--- src/rtl/mm_pkg.sv ---
package mm_pkg;

  function automatic int mm_chunks(input int aw, input int k);
    return (aw + k - 1) / k;
  endfunction

  // Width holding the sum of all k-bit chunks of an aw-bit address
  function automatic int mm_sum_w(input int aw, input int k);
    int n;
    n = mm_chunks(aw, k);
    if (n > 1) return k + $clog2(n);
    return k;
  endfunction

  // Width after one end-around fold of a w-bit value
  function automatic int mm_fold_w(input int w, input int k);
    int hi;
    hi = w - k;
    return ((hi > k) ? hi : k) + 1;
  endfunction

  // Width entering fold stage i (i = 0 is the chunk sum)
  function automatic int mm_stage_w(input int aw, input int k, input int i);
    int w;
    w = mm_sum_w(aw, k);
    for (int j = 0; j < i; j++) w = mm_fold_w(w, k);
    return w;
  endfunction

  // Folds until k+1 bits, then two more reach a value <= 2^k-1
  function automatic int mm_fold_n(input int aw, input int k);
    int w;
    int n;
    w = mm_sum_w(aw, k);
    n = 0;
    while (w > k + 1) begin
      w = mm_fold_w(w, k);
      n++;
    end
    return n + 2;
  endfunction

endpackage

--- src/rtl/mm_chunk_sum.sv ---
module mm_chunk_sum #(
  parameter int ADDR_W = 5,
  parameter int K      = 2,
  parameter int OFS_W  = 3,
  parameter int CAP    = 24,
  parameter int SUM_W  = 4,
  parameter int SIDE_W = 4
) (
  input  logic              clk,
  input  logic              rst_n,
  input  logic              en,
  input  logic              in_valid,
  input  logic [ADDR_W-1:0] addr_i,
  output logic              v_q,
  output logic [SUM_W-1:0]  sum_q,
  output logic [SIDE_W-1:0] side_q
);
  localparam int N     = mm_pkg::mm_chunks(ADDR_W, K);
  localparam int PAD_W = N * K;
  localparam int MOD   = (1 << K) - 1;

  logic [PAD_W-1:0]  padded;
  logic [SUM_W-1:0]  sum_c;
  logic              oor_c;

  assign padded = PAD_W'(addr_i);
  assign oor_c  = ({1'b0, addr_i} >= (ADDR_W + 1)'(CAP));

  always_comb begin
    sum_c = '0;
    for (int c = 0; c < N; c++) sum_c = sum_c + SUM_W'(padded[c*K +: K]);
  end

  always_ff @(posedge clk or negedge rst_n) begin
    if (!rst_n) begin
      v_q    <= 1'b0;
      sum_q  <= '0;
      side_q <= '0;
    end else if (en) begin
      v_q    <= in_valid;
      sum_q  <= sum_c;
      side_q <= {oor_c, addr_i[OFS_W-1:0]};
    end
  end

  AST_SUM_RESIDUE: assert property (@(posedge clk) disable iff (!rst_n)
    (en && in_valid) |=> ((32'(sum_q) % MOD) == (32'($past(addr_i)) % MOD)));

endmodule

--- src/rtl/mm_fold_stage.sv ---
module mm_fold_stage #(
  parameter int K      = 2,
  parameter int IW     = 4,
  parameter int OW     = 3,
  parameter int SIDE_W = 4
) (
  input  logic              clk,
  input  logic              rst_n,
  input  logic              en,
  input  logic              in_valid,
  input  logic [IW-1:0]     in_res,
  input  logic [SIDE_W-1:0] in_side,
  output logic              out_valid,
  output logic [OW-1:0]     out_res,
  output logic [SIDE_W-1:0] out_side
);
  localparam int MOD  = (1 << K) - 1;
  localparam int HI_W = IW - K;

  logic [OW-1:0] lo_x;
  logic [OW-1:0] hi_x;
  logic [OW-1:0] fold_c;

  assign lo_x   = {{(OW - K){1'b0}}, in_res[K-1:0]};
  assign hi_x   = {{(OW - HI_W){1'b0}}, in_res[IW-1:K]};
  assign fold_c = lo_x + hi_x;

  always_ff @(posedge clk or negedge rst_n) begin
    if (!rst_n) begin
      out_valid <= 1'b0;
      out_res   <= '0;
      out_side  <= '0;
    end else if (en) begin
      out_valid <= in_valid;
      out_res   <= fold_c;
      out_side  <= in_side;
    end
  end

  AST_FOLD_RESIDUE: assert property (@(posedge clk) disable iff (!rst_n)
    (en && in_valid) |=> ((32'(out_res) % MOD) == (32'($past(in_res)) % MOD)));

endmodule

--- src/rtl/modbank_mapper.sv ---
module modbank_mapper #(
  parameter int BANK_K   = 2,
  parameter int OFS_BITS = 3,
  parameter int ADDR_W   = 5
) (
  input  logic                clk,
  input  logic                rst_n,
  input  logic                in_valid,
  output logic                in_ready,
  input  logic [ADDR_W-1:0]   in_addr,
  output logic                out_valid,
  input  logic                out_ready,
  output logic [BANK_K-1:0]   out_bank,
  output logic [OFS_BITS-1:0] out_offset,
  output logic                out_oor
);
  localparam int NB     = (1 << BANK_K) - 1;
  localparam int WPB    = 1 << OFS_BITS;
  localparam int CAP    = NB * WPB;
  localparam int SIDE_W = OFS_BITS + 1;
  localparam int SUM_W  = mm_pkg::mm_sum_w(ADDR_W, BANK_K);
  localparam int NFOLD  = mm_pkg::mm_fold_n(ADDR_W, BANK_K);

  logic              adv;
  logic              s0_v;
  logic [SUM_W-1:0]  s0_r;
  logic [SIDE_W-1:0] s0_s;

  assign adv      = !out_valid || out_ready;
  assign in_ready = adv;

  mm_chunk_sum #(
    .ADDR_W(ADDR_W), .K(BANK_K), .OFS_W(OFS_BITS), .CAP(CAP),
    .SUM_W(SUM_W), .SIDE_W(SIDE_W)
  ) u_sum (
    .clk(clk), .rst_n(rst_n), .en(adv), .in_valid(in_valid),
    .addr_i(in_addr), .v_q(s0_v), .sum_q(s0_r), .side_q(s0_s)
  );

  for (genvar i = 0; i < NFOLD; i++) begin : g_fold
    localparam int IW = mm_pkg::mm_stage_w(ADDR_W, BANK_K, i);
    localparam int OW = mm_pkg::mm_stage_w(ADDR_W, BANK_K, i + 1);
    logic              src_v;
    logic [IW-1:0]     src_r;
    logic [SIDE_W-1:0] src_s;
    logic              v;
    logic [OW-1:0]     r;
    logic [SIDE_W-1:0] s;
    if (i == 0) begin : g_first
      assign src_v = s0_v;
      assign src_r = s0_r;
      assign src_s = s0_s;
    end else begin : g_next
      assign src_v = g_fold[i-1].v;
      assign src_r = g_fold[i-1].r;
      assign src_s = g_fold[i-1].s;
    end
    mm_fold_stage #(.K(BANK_K), .IW(IW), .OW(OW), .SIDE_W(SIDE_W)) u_fold (
      .clk(clk), .rst_n(rst_n), .en(adv), .in_valid(src_v), .in_res(src_r),
      .in_side(src_s), .out_valid(v), .out_res(r), .out_side(s)
    );
  end

  logic [BANK_K:0]   fin_r;
  logic [SIDE_W-1:0] fin_s;
  logic              fin_v;
  logic [BANK_K-1:0] bank_c;

  assign fin_r  = g_fold[NFOLD-1].r;
  assign fin_s  = g_fold[NFOLD-1].s;
  assign fin_v  = g_fold[NFOLD-1].v;
  // after the folds the value is at most NB; NB itself is residue zero
  assign bank_c = (fin_r == (BANK_K + 1)'(NB)) ? '0 : fin_r[BANK_K-1:0];

  always_ff @(posedge clk or negedge rst_n) begin
    if (!rst_n) begin
      out_valid  <= 1'b0;
      out_bank   <= '0;
      out_offset <= '0;
      out_oor    <= 1'b0;
    end else if (adv) begin
      out_valid  <= fin_v;
      out_bank   <= bank_c;
      out_offset <= fin_s[OFS_BITS-1:0];
      out_oor    <= fin_s[OFS_BITS];
    end
  end

  AST_BANK_IN_RANGE: assert property (@(posedge clk) disable iff (!rst_n)
    out_valid |-> (out_bank != BANK_K'(NB)));

  AST_STALL_HOLD: assert property (@(posedge clk) disable iff (!rst_n)
    (out_valid && !out_ready) |=> (out_valid && $stable(out_bank) &&
                                   $stable(out_offset) && $stable(out_oor)));

endmodule

--- config.mk ---
export PLATFORM = sky130hd
export DESIGN_NAME = modbank_mapper
export DESIGN_NICKNAME = d
export VERILOG_FILES = /design/src/rtl/mm_pkg.sv /design/src/rtl/mm_chunk_sum.sv /design/src/rtl/mm_fold_stage.sv /design/src/rtl/modbank_mapper.sv
export SDC_FILE = /design/constraint.sdc
export NUM_CORES = 1
export LEC_CHECK = 0
export ABC_AREA = 1
export BUFFER_PORTS_ARGS = -buffer_cell sky130_fd_sc_hd__buf_2
export CORE_MARGIN = 1.5
export CORE_UTILIZATION = 50
export CTS_BUF_LIST = sky130_fd_sc_hd__clkbuf_8
export CTS_CLUSTER_DIAMETER = 200
export DETAILED_ROUTE_END_ITERATION = 8
export GPL_TIMING_DRIVEN = 0
export PLACE_DENSITY = 0.69
export SLEW_MARGIN = 20
export SYNTH_ARGS = -nofsm -noshare
export SYNTH_HDL_FRONTEND = slang
export SYNTH_HIERARCHICAL = 1
export SYNTH_SLANG_ARGS = --single-unit
--- constraint.sdc ---
create_clock -name clk -period 2.2 [get_ports clk]
set_input_delay 0 -clock clk [delete_from_list [all_inputs] [get_ports clk]]
set_output_delay 0 -clock clk [all_outputs]
set_load 0.01 [all_outputs]
# Yosys cells after proc, flatten, opt, wreduce, memory -nomap -nowiden
# Cells that the tools add are included.
# W data, S select, Z words.
# totals
ff_bits	40
latchBits	0
ramBits	0
romBits	0
in_bits	9
output_inout_bits	8
wordCells	26
memories	0
# op_classes
n_addsub	5
mul	0
div	0
n_lt_le_gt_ge	1
n_eq_ne	1
shift	0
mux	1
n_bitwise	0
n_reduce_logical	2
# ops
cell	n
$add A2 B1 Y3	2
$add A2 B2 Y3	2
$ge A5 B5 Y1 const B	1
$add A4 B1 Y4	1
$eq A3 B2 Y1 const B	1
$mux W2	1
$logic_not A1 Y1	1
$logic_or A1 B1 Y1	1

# Longest topological paths before layout
# Gate-level depths: netlist (run 1).
# depth
ltp_word	2
ltp_mapped	6
mapped_depth_nobuf	6

# Modules after synthesis
# Netlist (run 1), hierarchy kept.
# by_module_without_submodules
mod	n_inst	cells_each	area_per_inst_um2
mm_fold_stage at g_fold[1].u_fold ...	2	36	330.3
mm_chunk_sum	1	46	387.9
mm_fold_stage at g_fold[0].u_fold	1	41	356.6
modbank_mapper	1	32	281.5

# Worst setup path after synthesis (run 1)
# OpenSTA, ideal clock, no wires.
# synth_timing
kind	reg-to-reg
startpoint	register u_sum.sum_q[0]
endpoint	register g_fold[0].u_fold.out_res[1]
setup_time_ns	0.116
arrival_time_ns	1.079
required_ns	2.084
path_slack_ns	1.005
path_stages_with_launch	7
path_buffers	0
period_less_slack_ns	1.195
cell_sequence	dfrtp_1 -> ha_1 -> inv_1 -> fa_1 -> inv_1 -> nand2_1 -> nand2_1
# synth_between
elab_chain_len	1
# synth_rtl
element	line_no	source
start, declared	mm_chunk_sum.sv:15	output logic [SUM_W-1:0] sum_q,
start signal, assigned	mm_chunk_sum.sv:41	sum_q <= sum_c;
$add A2 B2 Y3	mm_fold_stage.sv:26	assign fold_c = lo_x + hi_x;
end signal, assigned	mm_fold_stage.sv:35	out_res <= fold_c;
end, declared	mm_fold_stage.sv:14	output logic [OW-1:0] out_res,
# Every way passes these cells.
# A chain may end at the register's enable or synchronous reset.

# Final worst setup path (run 1)
# layout_timing
startpoint	input in_addr[0]
endpoint	register u_sum.sum_q[1]
# layout_between
elab_chain_len	2
# layout_rtl
element	line_no	source
start, declared	modbank_mapper.sv:10	input logic [ADDR_W-1:0] in_addr,
$add A2 B2 Y3	mm_chunk_sum.sv:31	for (int c = 0; c < N; c++) sum_c = sum_c + SUM_W'(padded[c*K +: K]);
$add A4 B1 Y4	mm_chunk_sum.sv:31	
# Every way passes these cells.

==> summary.txt, run 1 <==
Global routing
  • Vias in the first global route: 1150
  • GRT Total Usage: 17.67%
  • Total global routing overflow: 0
  • Largest net degree at the start of global routing: 40
  • Initial antenna violation count: 0
  • First-pass GRT wire length: around 4700 um

Placed design
  • DP HPWL: 1802 um
  • RD Place Congestion: 0.7063
  • Number of port buffers: 16

Routing
  • Drt drc: 0
  • Vias per cell: 4.391
  • DR WL/cell: ~9.4 um
  • Antenna-violating nets left: 0
  • Starting DRT DRC Count: 35
  • Via count: 1168
  • Routed wire length: 2511 um
  • DR pass1 iterations: 3

Setup path
  • WP buf/inv: 4
  • Worst reg2reg path startpoint: out_valid
  • Reg2reg end: u_sum/side_q[3]
  • CP Max Fanout: 2
  • Delay-heaviest family, CP: adder cells
  • Slowest CP cell: dlygate4sd3_1
  • CP max stage delay: between 0.5 and 0.6 ns
  • CP Launch Type: primary input
  • Worst path cell trace: dlygate4sd3_1, buf_2, inv_1, fa_1, fa_1, inv_1, nand2_1, nand2_1
  • Cell count along the critical path: 8
  • Reg2Reg Setup Slack: a little over 0.7 ns
  • Crit. End Element: flip-flop
  • Worst Path Arrival: 1.75 ns
  • CP Class: primary input to flip-flop
  • Data required time at the worst endpoint: between 2 and 2.5 ns
  • Worst reg2reg path depth: 5

Power
  • Peak supply drop: around 520 uV
  • Static Leak: ~1.2 nW
  • Pwr dens: 1199 nW/um^2

STA
  • Tmin final: 1.582 ns
  • Skew final: ~0.0051 ns
  • Least-Margin Pin Slew: 0.8308 ns
  • Final hold vios: 0
  • Unrepaired setup endpoints after global routing: false
  • Setup TNS: 0 ns
  • Final period util: 71.89%
  • Max transition margin: approximately 45%
  • Max Fclk: ~0.63 GHz
  • Min Hold Slack: 0.1443 ns
  • Final number of setup-violating endpoints: 0
  • Max-slew violation count: 0

Clock network
  • Root buffer cell: clkbuf_8
  • TritonCTS Buffers: 5
  • Worst-Skew Late Latency: 0.28 ns
  • Clock Path Buffers: 2
  • CTS tree: yes
  • Clock sink total: 39
  • Clk pin slew, worst setup/hold paths: 0.07 ns
  • Post CTS Setup Buffer Count: 0
  • Resized Gates After CTS: 0
  • CTS H-Tree Depth: 2
  • # hold bufs at CTS: 7

Yosys
  • Yosys top cell area share: between 50% and 60%
  • Leading area contributor after synthesis: dfrtp_1
  • Yosys reg bits: 39
  • Ys Warns: 6
  • Syn Nets: roughly 210
  • Area of the mapped netlist: about 1700 um^2
  • Area contributors post-synth: dfrtp_1, nand2_1, ha_1
  • Syn Inst Count: 191
  • Seq/Total Area, Yosys: 57.86%
  • Mean Syn Cell Area: 8.830 um^2
  • Synth unique cells: 12

Finish
  • Most common cell after layout, fill and taps aside: nand2_1
  • Flip-flop and latch area: slightly below 1000 um^2
  • Layout net count: roughly 240
  • Fill count: 274
  • Area growth from synthesis to layout: 18.10%
  • Ant. Diodes: 0
  • Share of cells above drive strength 1: 15.32%
  • Most frequent cells in the layout: nand2_1, dfrtp_1, inv_1, buf_2
  • Area of the multi-input gates: 583.1 um^2

Floorplan
  • Initial core utilization: a little over half
  • Die X: 61.08 um
  • Boundary Pins: 17
  • Std-Cell Rows: 20
  • Core ar.: 3128 um^2
  • Die ar.: 3731 um^2
  • Die Height: 61.08 um

Min path
  • Worst min path class: primary input to flip-flop
  • Hold Path Origin: out_ready
  • Hold worst-path end: out_oor
  • Hold Path Stages: 5

Flow run
  • Max cap viols: 0

Status
  • Status: finished clean
layer usage:
layer / vias up / part of all wire, % / global-route usage, %
met2: 23 / 53 / 32.98
met3: 2 / 4.5 / 6.303
met5: - / 0 / 0
met1: 524 / 42 / 17.06
li1: 619 / - / -
met4: 0 / 0.96 / 8.385
final cells by class:
cell class,count,area share [%]
buffer,5,2.638
clock buffer,7,4.837
clock inverter,1,0.1884
inverter,20,3.769
multi-input combinational,127,29.27
sequential,39,48.99
tap,44,2.764
timing repair buffer,23,7.538
cells in the mapped netlist:
| master | instances |
|---|---|
| nand3_1 | 3 |
| buf_4 | 1 |
| conb_1 | 1 |
| inv_1 | 15 |
| fa_1 | 3 |
| nand2_4 | 1 |
| or2_1 | 1 |
| ha_1 | 5 |
| buf_6 | 4 |
| dfrtp_1 | 39 |
| nand2_1 | 113 |
| inv_2 | 5 |
worst max-delay path by stage:
stage	from	end	slack [ns]
after global placement	in_addr[0]	u_sum/sum_q[1]	0.90
after global routing	in_addr[0]	u_sum/sum_q[1]	0.61
after floorplan	u_sum/sum_q[0]	g_fold[0].u_fold/out_res[1]	1.01
final	in_addr[0]	u_sum/sum_q[1]	0.62
after detailed placement	in_addr[0]	u_sum/sum_q[1]	0.86
after CTS	in_addr[0]	u_sum/sum_q[1]	0.63
per-stage QoR:
step | power, mW | utilization, % | cell area, um^2 | instances | setup WS (ns)
floorplan | 1.696 | - | 1687 | 191 | 1.005
global placement | 1.862 | 58.24 | 1822 | 251 | 0.9009
detailed placement | 1.909 | 58.24 | 1822 | 251 | 0.8633
CTS | 2.435 | 63.68 | 1992 | 266 | 0.6347
global route | 2.633 | 63.68 | 1992 | 266 | 0.6061
finish | 2.388 | 63.68 | 1992 | 266 | 0.6184
kinds of logic after synthesis:
kind of cell / after synthesis / synth area share [%]
adder cells (fa/ha/maj): 8 / 7.270
buffers and inverters: 25 / 7.567
flip-flops: 39 / 57.86
other: 1 / 0.2223
AND/OR/NAND/NOR: 118 / 27.08
flip-flops by register name, summed over array words and instances, names as in the netlist:
signal	flops
g_fold.u_fold/out_side	12
g_fold.u_fold/out_res	9
u_sum/side_q	4
g_fold.u_fold/out_valid	3
out_offset	3
u_sum/sum_q	3
out_bank	2
out_oor	1
out_valid	1
u_sum/v_q	1
power breakdown:
part	internal [mW]	switching [mW]	leakage, nW	total [mW]
clock	0.281	0.221	0.0557	0.502
combinational	0.307	0.415	0.629	0.721
sequential	1.01	0.151	0.485	1.16
worst min-delay path, stage by stage:
cell	delay, ns
buf_2	0.07
inv_1	0.05
nand2_4	0.15
nand2_1	0.07
nand2_1	0.05
No activity file was read; power rests on OpenSTA's default activity.
==> run 2: changes to the inputs <==
Settings changed: ABC_AREA 1 to 0, PLACE_DENSITY 0.69 to 0.72.
Clock period 2.2 ns to 1.3 ns, I/O delays scaled along.
==> summary.txt, run 2 <==
Yosys
  • Seq/Total Area, Yosys: 54.47%
  • Yosys top cell area share: a little over half
  • Area contributors post-synth: dfrtp_1, mux2_4, ha_1
  • Ys Warns: 6
  • Area of the mapped netlist: 1792 um^2
  • Yosys reg bits: 39
  • Number of enable flip-flop cells after synthesis: 0
  • Synth cell count leaders: dfrtp_1, mux2_4, inv_1
  • Syn Nets: 130
  • Top-count cell post-synth: dfrtp_1
  • Syn Inst Count: 113
  • Synth unique cells: 17
  • Leading area contributor after synthesis: dfrtp_1
  • Ys async rst share: 100.0%
  • Mean Syn Cell Area: 15.86 um^2
  • Most used flip-flop cell after synthesis: dfrtp_1

Clock network
  • Clock sink total: 39
  • CTS H-Tree Depth: 2
  • CTS tree: yes
  • Clock Path Buffers: 2
  • Clk pin slew, worst setup/hold paths: 0.07 ns
  • Worst-Skew Late Latency: approximately 0.28 ns
  • TritonCTS Buffers: 5
  • Root buffer cell: clkbuf_8

Global routing
  • GRT Total Usage: 14.01%
  • Largest net degree at the start of global routing: 40
  • First-pass GRT wire length: 4188 um
  • Vias in the first global route: 932
  • Total global routing overflow: 0
  • Initial antenna violation count: 0

Finish
  • Area growth from synthesis to layout: 19.34%
  • Share of cells above drive strength 1: 45.21%
  • Most frequent cells in the layout: dfrtp_1, mux2_4, buf_2
  • Most common cell after layout, fill and taps aside: dfrtp_1
  • Ant. Diodes: 0
  • Top flop regs: g_fold.u_fold/out_side (12), g_fold.u_fold/out_res (9), u_sum/side_q (4)
  • Layout net count: 162
  • Max FFs per register: 12
  • Largest Register: g_fold.u_fold/out_side
  • Final Cell Area: 2138 um^2
  • Finished Layout Cells: 192

STA
  • Final number of setup-violating endpoints: 0
  • Min Hold Slack: 0.1412 ns
  • Setup TNS: 0 ns
  • Fin worst setup slack: 0.03314 ns
  • Final hold vios: 0
  • Max Fclk: 0.7894 GHz
  • Final period util: a little over nine tenths
  • Skew final: roughly 0.0053 ns
  • Max transition margin: 44.55%
  • Least-Margin Pin Slew: 0.8318 ns
  • Max-slew violation count: 0
  • Tmin final: 1.267 ns

Flow run
  • Max cap viols: 0

Placed design
  • Post-Place Setup Slack: between 0.007 and 0.008 ns
  • Cells after DPL: 175
  • RD Place Congestion: 0.6695
  • Number of port buffers: 16
  • DP HPWL: 1692 um
  • Area after DPL: 1929 um^2

Routing
  • Vias per cell: 4.755
  • DR WL/cell: between 10 and 15 um
  • DR pass1 iterations: 4
  • Routed wire length: around 2400 um
  • Via count: ~900
  • Antenna-violating nets left: 0
  • Starting DRT DRC Count: 27
  • Drt drc: 0

Setup path
  • CP Max Fanout: 12
  • Reg2Reg Setup Slack: 0.03 ns
  • CP Class: flip-flop to flip-flop
  • CP max stage delay: 0.41 ns
  • Reg2reg end: g_fold[2].u_fold/out_side[2]
  • Worst reg2reg path startpoint: out_valid
  • CP Launch Type: flip-flop
  • Data required time at the worst endpoint: 1.47 ns
  • Crit. End Element: flip-flop
  • Worst Path Arrival: 1.44 ns
  • Slowest CP cell: dfrtp_1
  • Most used cell along the critical path: buf_6
  • Worst path cell trace: nand2b_4, buf_6, buf_6, mux2_4
  • Worst reg2reg path depth: 4

Min path
  • Hold worst-path end: u_sum/sum_q[0]
  • Hold Path Origin: in_addr[4]
  • Hold Path Stages: 4
  • Worst min path class: primary input to flip-flop

Floorplan
  • Die ar.: 3951 um^2
  • Boundary Pins: 17
  • Die Height: 62.86 um
  • Initial core utilization: ~53%
  • Die X: between 60 and 70 um
  • Core ar.: around 3400 um^2
  • Std-Cell Rows: 21

Status
  • Status: finished clean

Power
  • Static Leak: 1.127 nW
  • Pwr dens: roughly 2200 nW/um^2
  • Peak supply drop: 1172 uV
==> run 2: cell types whose count changed in the layout (fill, tap and decap cells not counted), sizes merged, moves of 3 or more <==
cell and change:
nand2 -114, mux2 +30, inv -8, mux2i +4, nand2b +4, buf +3
==> run 2: worst max path at each step <==
| stage | slack (ns) | cells past startpoint | start | to |
|---|---|---|---|---|
| 6_report | 0.03 | 4 | out_valid | g_fold[2].u_fold/out_side[2] |
| 4_1_cts | 0.0002 | 4 | out_valid | u_sum/side_q[1] |
| 5_1_grt | -0.004 | 4 | out_valid | u_sum/side_q[1] |
| 3_3_place_gp | 0.04 | 4 | out_valid | g_fold[2].u_fold/out_valid |
| 2_1_floorplan | 0.04 | 4 | out_valid | g_fold[1].u_fold/out_res[0] |
| 3_5_place_dp | 0.007 | 4 | out_valid | g_fold[0].u_fold/out_side[3] |
==> run 2: logic make-up after synthesis <==
family / share of synthesized area (%)
flip-flops: 54.47
multiplexers: 27.37
AND/OR/NAND/NOR: 3.282
other: 0.2093
AO/OA/AOI/OAI: 1.536
adder cells (fa/ha/maj): 6.844
buffers and inverters: 6.285
==> run 2: final cells by class <==
class | count | area (um^2)
Clock inverter | 2 | 35.03
Clock buffer | 6 | 82.58
Timing Repair Buffer | 25 | 165.2
Fill cell | 257 | 1251
Buffer | 6 | 67.56
Sequential cell | 39 | 975.9
Inverter | 13 | 48.80
Tap cell | 46 | 57.56
Multi-Input combinational cell | 55 | 705.7
==> run 2: timing repair <==
item | in CTS | in global routing
hold buffers | 7 | 0
hold endpoints to repair | 44 | 0
setup endpoints to repair | 1 | 27
pin swaps | 0 | 0
gates resized for setup | 1 | 1
buffers inserted | 0 | 2
==> run 2: where the power goes <==
group / leakage, nW / switching (mW) / internal (mW)
logic: 0.599 / 0.571 / 1.14
clock network: 0.0612 / 0.397 / 0.621
registers: 0.467 / 0.311 / 1.75
==> run 2: routing by layer <==
metal | part of all wire, % | up-vias | GRT usage, %
li1 | - | 433 | -
met1 | 47 | 457 | 17.83
met2 | 48 | 21 | 21.41
met3 | 3.7 | 2 | 5.946
met4 | 0.54 | 0 | 5.000
met5 | 0 | - | 0
==> run 2: stage by stage <==
stage / total power [mW] / util, %
3_5_place_dp: 3.758 / 56.92
3_3_place_gp: 3.675 / 56.92
6_report: 4.789 / 63.09
4_1_cts: 4.821 / 62.57
5_1_grt: 5.090 / 63.09
2_1_floorplan: 3.374 / -
==> run 2: worst max-delay path: cells and delay by family (launching register included) <==
kind / cells / cell delay (ns)
DFF: 1 / 0.41
and+or+nand+nor: 1 / 0.08
buffers and inverters: 2 / 0.36
muxes: 1 / 0.31
